===== src/rtl/nibmul_pkg.sv =====
package nibmul_pkg;
    // Default sizing shared by the multiplier and its benches.
    localparam int NM_DIN_W     = 8;
    localparam int NM_COEF_W    = 8;
    localparam int NM_COEF_DEF  = 173;
endpackage


===== src/rtl/nib_lut.sv =====
// One table of multiples of a constant, indexed by a nibble.
module nib_lut #(
    parameter int                 NIB_W  = 4,
    parameter int                 COEF_W = 8,
    parameter logic [COEF_W-1:0]  COEF   = '0,
    localparam int                OUT_W  = NIB_W + COEF_W,
    localparam int                DEPTH  = 1 << NIB_W
) (
    input  logic [NIB_W-1:0] addr,
    output logic [OUT_W-1:0] data
);
    logic [OUT_W-1:0] table_q [DEPTH];

    // Entry j holds j multiples of the coefficient.
    for (genvar j = 0; j < DEPTH; j++) begin : g_entry
        assign table_q[j] = OUT_W'(j) * OUT_W'(COEF);
    end

    assign data = table_q[addr];
endmodule


===== src/rtl/nib_align_add.sv =====
// Shifts the upper partial product by one nibble and adds the lower one.
module nib_align_add #(
    parameter int  NIB_W  = 4,
    parameter int  PART_W = 12,
    localparam int SUM_W  = PART_W + NIB_W
) (
    input  logic [PART_W-1:0] lo_part,
    input  logic [PART_W-1:0] hi_part,
    output logic [SUM_W-1:0]  sum
);
    logic [SUM_W-1:0] hi_aligned;
    logic [SUM_W-1:0] lo_ext;

    always_comb begin
        hi_aligned = {hi_part, {NIB_W{1'b0}}};
        lo_ext     = {{NIB_W{1'b0}}, lo_part};
        sum        = hi_aligned + lo_ext;
    end
endmodule


===== src/rtl/nib_table_mult.sv =====
module nib_table_mult
    import nibmul_pkg::*;
#(
    parameter int                 DIN_W  = NM_DIN_W,
    parameter int                 COEF_W = NM_COEF_W,
    parameter logic [COEF_W-1:0]  COEF   = COEF_W'(NM_COEF_DEF),
    localparam int                PROD_W = DIN_W + COEF_W
) (
    input  logic              clk,
    input  logic              rst_n,
    input  logic              in_valid,
    input  logic [DIN_W-1:0]  in_sample,
    output logic              out_valid,
    output logic [PROD_W-1:0] out_product
);
    localparam int NIB_CNT = 2;
    localparam int NIB_W   = DIN_W / NIB_CNT;
    localparam int PART_W  = NIB_W + COEF_W;

    typedef struct packed {
        logic              in_vld;
        logic [DIN_W-1:0]  in_smp;
        logic              out_vld;
        logic [PROD_W-1:0] out_prod;
    } state_t;

    state_t state_d, state_q;

    logic [PART_W-1:0] part [NIB_CNT];
    logic [PROD_W-1:0] prod_sum;

    // Index 0 is the lower nibble, index 1 the upper nibble.
    for (genvar n = 0; n < NIB_CNT; n++) begin : g_nib
        nib_lut #(
            .NIB_W  (NIB_W),
            .COEF_W (COEF_W),
            .COEF   (COEF)
        ) u_lut (
            .addr (state_q.in_smp[n*NIB_W +: NIB_W]),
            .data (part[n])
        );
    end

    nib_align_add #(
        .NIB_W  (NIB_W),
        .PART_W (PART_W)
    ) u_add (
        .lo_part (part[0]),
        .hi_part (part[1]),
        .sum     (prod_sum)
    );

    always_comb begin
        state_d         = state_q;
        state_d.in_vld  = in_valid;
        if (in_valid) begin
            state_d.in_smp = in_sample;
        end
        state_d.out_vld = state_q.in_vld;
        if (state_q.in_vld) begin
            state_d.out_prod = prod_sum;
        end
    end

    always_ff @(posedge clk or negedge rst_n) begin
        if (!rst_n) begin
            state_q <= '0;
        end else begin
            state_q <= state_d;
        end
    end

    assign out_valid   = state_q.out_vld;
    assign out_product = state_q.out_prod;

    // Counts edges since reset so that history-based checks stay in range.
    logic [1:0] seen_q;
    always_ff @(posedge clk or negedge rst_n) begin
        if (!rst_n) begin
            seen_q <= '0;
        end else if (seen_q != 2'd2) begin
            seen_q <= seen_q + 2'd1;
        end
    end

    assert_reset_quiet_R1: assert property (@(posedge clk) disable iff (!rst_n)
        (seen_q == 2'd1) |-> (!out_valid && out_product == '0));

    assert_latency_R5: assert property (@(posedge clk) disable iff (!rst_n)
        (seen_q == 2'd2) |-> (out_valid == $past(in_valid, 2)));

    assert_product_R3: assert property (@(posedge clk) disable iff (!rst_n)
        (seen_q == 2'd2 && out_valid) |->
            (out_product == PROD_W'($past(in_sample, 2)) * PROD_W'(COEF)));

    assert_hold_R7: assert property (@(posedge clk) disable iff (!rst_n)
        (seen_q != 2'd0 && !out_valid) |-> $stable(out_product));
endmodule


===== config.mk =====
export PLATFORM = sky130hd
export DESIGN_NAME = nib_table_mult
export DESIGN_NICKNAME = d
export VERILOG_FILES = /design/src/rtl/nibmul_pkg.sv /design/src/rtl/nib_lut.sv /design/src/rtl/nib_align_add.sv /design/src/rtl/nib_table_mult.sv
export SDC_FILE = /design/constraint.sdc
export NUM_CORES = 1
export LEC_CHECK = 0
export ABC_CLOCK_PERIOD_IN_PS = 5000
export BUFFER_PORTS_ARGS = -buffer_cell sky130_fd_sc_hd__buf_2
export CORE_AREA = 2 2 60 62
export DETAILED_ROUTE_END_ITERATION = 16
export DIE_AREA = 0 0 62 64
export PLACE_DENSITY_LB_ADDON = 0.25
export SYNTH_ARGS = -nofsm -noshare
export SYNTH_HDL_FRONTEND = slang
export SYNTH_SLANG_ARGS = --single-unit
export TNS_END_PERCENT = 5

===== constraint.sdc =====
create_clock -name clk -period 5 [get_ports clk]
set_input_delay 1 -clock clk [delete_from_list [all_inputs] [get_ports clk]]
set_output_delay 1 -clock clk [all_outputs]
set_load 0.05 [all_outputs]

Word-level counts from Yosys, hierarchy flattened. Memories as Yosys holds them, arrays and structs flattened. Index checks and enable logic that the tools add are counted.

Magnitude comparators: 2. Bitwise operators: 2. Add/sub/neg operators: 1. Mux-type cells: 4.

Operator list (count): $mux 12 (4); $add 16x12->16 (1); $ge 5x5->1 const B (2); $not 4->5 (2).

Output and inout port bits: 17. Flip-flop bits (word level): 26. ROM bits: 384. Input bits: 11. Memories kept: 2.

Memory list: (name not given) (depth 16, bits a word 12, read ports 1, clocked after Yosys merged registers in 0, write ports 0, line nib_lut.sv:19) `assign data = table_q[addr];`; (name not given) (depth 16, bits a word 12, read ports 1, clocked after Yosys merged registers in 0, write ports 0, line nib_lut.sv:19).

Depth between registers and ports, before layout.
Depth in word-level cells: 5. Gate-level depth with buffers: 13. Mapped depth without buffers: 13.

By module. Synthesis repeated with hierarchy kept, for this count alone.

Cell total of the unflattened synthesis: 226. Area total of the unflattened synthesis: 2299.7 µm².

Modules (own cells, without submodules): nib_table_mult (seq. area each 650.6 µm², cells each 69, instances 1, area each 1114.8 µm²); nib_lut (seq. area each 0.0 µm², cells each 42, instances 2, area each 319.1 µm²); nib_align_add (seq. area each 0.0 µm², cells each 73, instances 1, area each 546.8 µm²).

Least setup slack after synthesis. Ideal clock, no wire load.

Path kind: register -> register. From: reg state_q[20] (netlist name). To: reg state_q (netlist bit out_product[14]). Cell stages (with the launch flop): 12. Slack: 2.206 ns. Buffers on the path: 2. Setup time: 0.137 ns. Arrival time: 2.657 ns. Period minus slack after synthesis: 2.794 ns. Path through: dfrtp_1 > clkbuf_1 > buf_1 > mux4_2 > ha_1 > inv_1 > fa_1 > nand2b_1 > a21oi_1 > a21oi_1 > o311ai_0 > nand3_1.

Cells in the longest elaborated chain, start to end: 5.

RTL lines: start: declaration (line nib_table_mult.sv:27) `state_t state_d, state_q;`; start signal: assignment (line nib_table_mult.sv:69) `state_q <= state_d;`; $not 4->5 (not written as such) (line nib_lut.sv:19); $mem_v2 16x12; $mux 12 (not written as such) (2 in series) (line nib_lut.sv:19); $add 16x12->16 (line nib_align_add.sv:17) `sum = hi_aligned + lo_ext;`.

No other way between the ends. The select of a mux whose other input is x is not followed. A chain may end at the register's enable or synchronous reset.

Worst setup path after layout.
From: reg state_q[17] (netlist name). To: reg state_q (netlist bit out_product[14]).

Same word-level chain as after synthesis.

==> flow_summary.json <==
{
  "synth_nets": 238,
  "hold_viol": 0,
  "place_congestion": 0.8634,
  "avgSynthCellArea_sq_um": 9.317,
  "dieArea_sq_um": 3968,
  "crit_path_end_kind": "register",
  "worstHoldEndpoint": "out_product[5]$_DFFE_PN0P_",
  "antenna_found_initial": 0,
  "start_util_pct": 58.44,
  "powerDensity_nw_per_um2": 412.9,
  "crit_path_max_incr_delay_ps": 470,
  "relSlewSlack_pct": 46.87,
  "ir_worst_vdd_v": 0.0001422,
  "dp_cells": 268,
  "drive_gt1_share_pct": 20.89,
  "synth_area_leader_cell": "dfrtp_1",
  "worstReg2RegStart": "state_q[17]$_DFFE_PN0P_",
  "root_buffer": "clkbuf_4",
  "fin_worst_skew_ps": 4.883,
  "yosysUniqueCellTypes": 41,
  "clock-sinks": 26,
  "clockBufferDepth": 2,
  "synthCells": 206,
  "criticalPathCategory": "register to register",
  "start_kind": "register",
  "critPathRequiredTime_ps": 5210,
  "track_usage_pct": 20.39,
  "maxSlewViolCount": 0,
  "firstDrtPassIters": 4,
  "cp_slowest_cell": "dfrtp_1",
  "fillers": 292,
  "cp_cell_sequence": "inv_1, ha_1, a21oi_1, nor2_1, a21oi_1, inv_1, fa_1, nand2b_1, a21oi_1, a21oi_1, o311ai_0, nand3_1",
  "grt_pass1_vias": 1424,
  "die-width_um": 62,
  "drc_errors": 0,
  "htree_levels": 1,
  "crit_path_frequent_cell": "a21oi_1",
  "ys.flop_type": "dfrtp_1",
  "cp_data_arrival_time_ps": 3320,
  "avgRoutedWirePerCell_um": 13.05,
  "syn_area_sq_um": 1919,
  "ff2ff_path_depth": 12,
  "cts_setup_buffers": 0,
  "fin_setup_tns_ps": 0,
  "async_flop_share_pct": 100.0,
  "clk_pin_slew_ps": 130,
  "rows": 21,
  "reg2reg_to": "out_product[14]$_DFFE_PN0P_",
  "postCtsHoldBufs": 0,
  "status": "complete, no violations",
  "grt_pass1_wl_mm": 6.210,
  "grt_setup_unrepaired": "false",
  "avgViaCountPerCell": 5.535,
  "post_cts_resized": 0,
  "antenna_cells": 0,
  "r2r_slack_ps": 1890,
  "period_share_pct": 62.19,
  "fin_hold_ws_ps": 491.3,
  "cp_max_fo": 6,
  "min_path_cells": 2,
  "synth_top_area_share_pct": 33.90,
  "postRouteAntennaNets": 0,
  "hold_path.class": "register to register",
  "hp-start": "out_product[5]$_DFFE_PN0P_",
  "instances_no_fill": 271,
  "grt_max_degree": 27,
  "grt_overflow": 0,
  "cts_inserted_buffers": 3,
  "worstMarginPinSlew_ps": 796.9,
  "post-dp-hpwl_mm": 2.676,
  "pin_count": 28,
  "clock_latency_ps": 330,
  "max_freq_mhz": 321.6,
  "cts_tree": "done",
  "synth_area_leaders": "dfrtp_1 34%, ha_1 13%, mux2_2 6.5%, mux4_2 4.7%, a21oi_1 3.9%",
  "leakagePower_uw": 0.0009916,
  "drt_wl_total_mm": 3.537,
  "area_delta_synth_final_pct": 8.865,
  "core_area_sq_um": 3284,
  "drv_cap": 0,
  "drt_iter0_drc": 45,
  "setup_violations": 0,
  "die_h_um": 64,
  "ys_seq_elements": 26,
  "synth_edf_count": 0,
  "io_buffer_count": 27,
  "final_nets": 259,
  "num_vias": 1500,
  "ys_seq_area_share_pct": 33.90,
  "ys_warn_count": 0,
  "min_period_ps": 3109
}
-- final cells by class --
| class | instances | area (sq um) | share of cell area, % |
|---|---|---|---|
| timing repair buffer | 27 | 135.1 | 6.467 |
| sequential | 26 | 650.6 | 31.14 |
| inverter | 14 | 52.55 | 2.515 |
| clock buffer | 3 | 22.52 | 1.078 |
| tap | 46 | 57.56 | 2.754 |
| multi-input combinational | 155 | 1171 | 56.05 |
-- cell usage in the layout, fill, tap and decap left out, types with 4 or more instances in the layout --
| master | count |
|---|---|
| buf_2 | 27 |
| dfrtp_1 | 26 |
| nand2_1 | 20 |
| ha_1 | 20 |
| nor2_1 | 16 |
| a21oi_1 | 15 |
| o21ai_0 | 15 |
| inv_1 | 13 |
| mux2_2 | 11 |
| xnor2_1 | 7 |
| mux2i_1 | 5 |
| mux4_2 | 4 |
| a21o_1 | 4 |
| a31oi_1 | 4 |
-- cell usage after synthesis (4+ instances only) --
| master | number |
|---|---|
| inv_1 | 13 |
| a21oi_1 | 15 |
| a21o_1 | 4 |
| o21ai_0 | 15 |
| a31oi_1 | 4 |
| dfrtp_1 | 26 |
| nand2_1 | 20 |
| nor2_1 | 16 |
| mux2i_1 | 5 |
| clkbuf_1 | 8 |
| mux2_2 | 11 |
| mux4_2 | 4 |
| ha_1 | 20 |
| xnor2_1 | 7 |
-- registers in the layout (all words and copies together) (netlist names) --
register	cells
state_q	8
out_valid	1
out_product	16
state_d	1
-- worst max-delay path by stage --
stage / start / endpoint / slack, ps / cells past startpoint
floorplan: state_q[20]$_DFFE_PN0P_ / out_product[14]$_DFFE_PN0P_ / 2210 / 11
global placement: state_q[17]$_DFFE_PN0P_ / out_product[14]$_DFFE_PN0P_ / 2040 / 12
detailed placement: state_q[18]$_DFFE_PN0P_ / out_product[14]$_DFFE_PN0P_ / 1900 / 12
CTS: state_q[18]$_DFFE_PN0P_ / out_product[14]$_DFFE_PN0P_ / 1870 / 12
global route: state_q[18]$_DFFE_PN0P_ / out_product[14]$_DFFE_PN0P_ / 1550 / 12
finish: state_q[17]$_DFFE_PN0P_ / out_product[14]$_DFFE_PN0P_ / 1890 / 12
-- routing by layer --
layer,up-vias,share of wire [%],GRT usage [%],routed length [um]
met5,-,0,0,0
met2,30,49,33.72,1737
met4,0,1.6,6.383,55
met1,698,45,26.85,1608
met3,7,3.8,2.834,136
li1,765,-,-,-
-- where the power goes --
part | total, uW | leakage (uW) | switching, uW | internal [uW]
Combinational | 470 | 0.000669 | 308 | 163
Clock | 89.1 | 0.0000138 | 60.8 | 28.3
Sequential | 303 | 0.000309 | 43.6 | 260
Total | 863 | 0.000992 | 412 | 451
-- logic make-up (layout without fill, tap and decap cells) --
| family | count (synthesis) | after routing | synth area share (%) |
|---|---|---|---|
| mux | 20 | 20 | 13.76 |
| simple gates | 55 | 55 | 13.36 |
| compound gates | 50 | 50 | 15.71 |
| flops | 26 | 26 | 33.90 |
| buf+inv | 25 | 44 | 5.085 |
| xor+xnor | 9 | 9 | 4.107 |
| fa+ha+maj | 21 | 21 | 14.08 |
-- worst max-delay path: cells and delay by family (launching register included) --
kind	cells	cell delay (ps)
and+or+nand+nor	3	330
AOI/OAI and AO/OA	5	1160
DFF	1	470
adders and majority gates	2	790
buffers and inverters	2	230
-- per-stage QoR --
step / power, uW / area [sq um] / worst slack (ps) / util, %
after floorplan: 683.0 / 1919 / 2206 / -
after global placement: 774.2 / 2067 / 2040 / 62.93
after detailed placement: 780.3 / 2067 / 1902 / 62.93
after CTS: 870.6 / 2090 / 1874 / 63.62
after global routing: 930.2 / 2090 / 1545 / 63.62
final: 862.8 / 2090 / 1891 / 63.62
No activity file was read; power rests on OpenSTA's default activity.
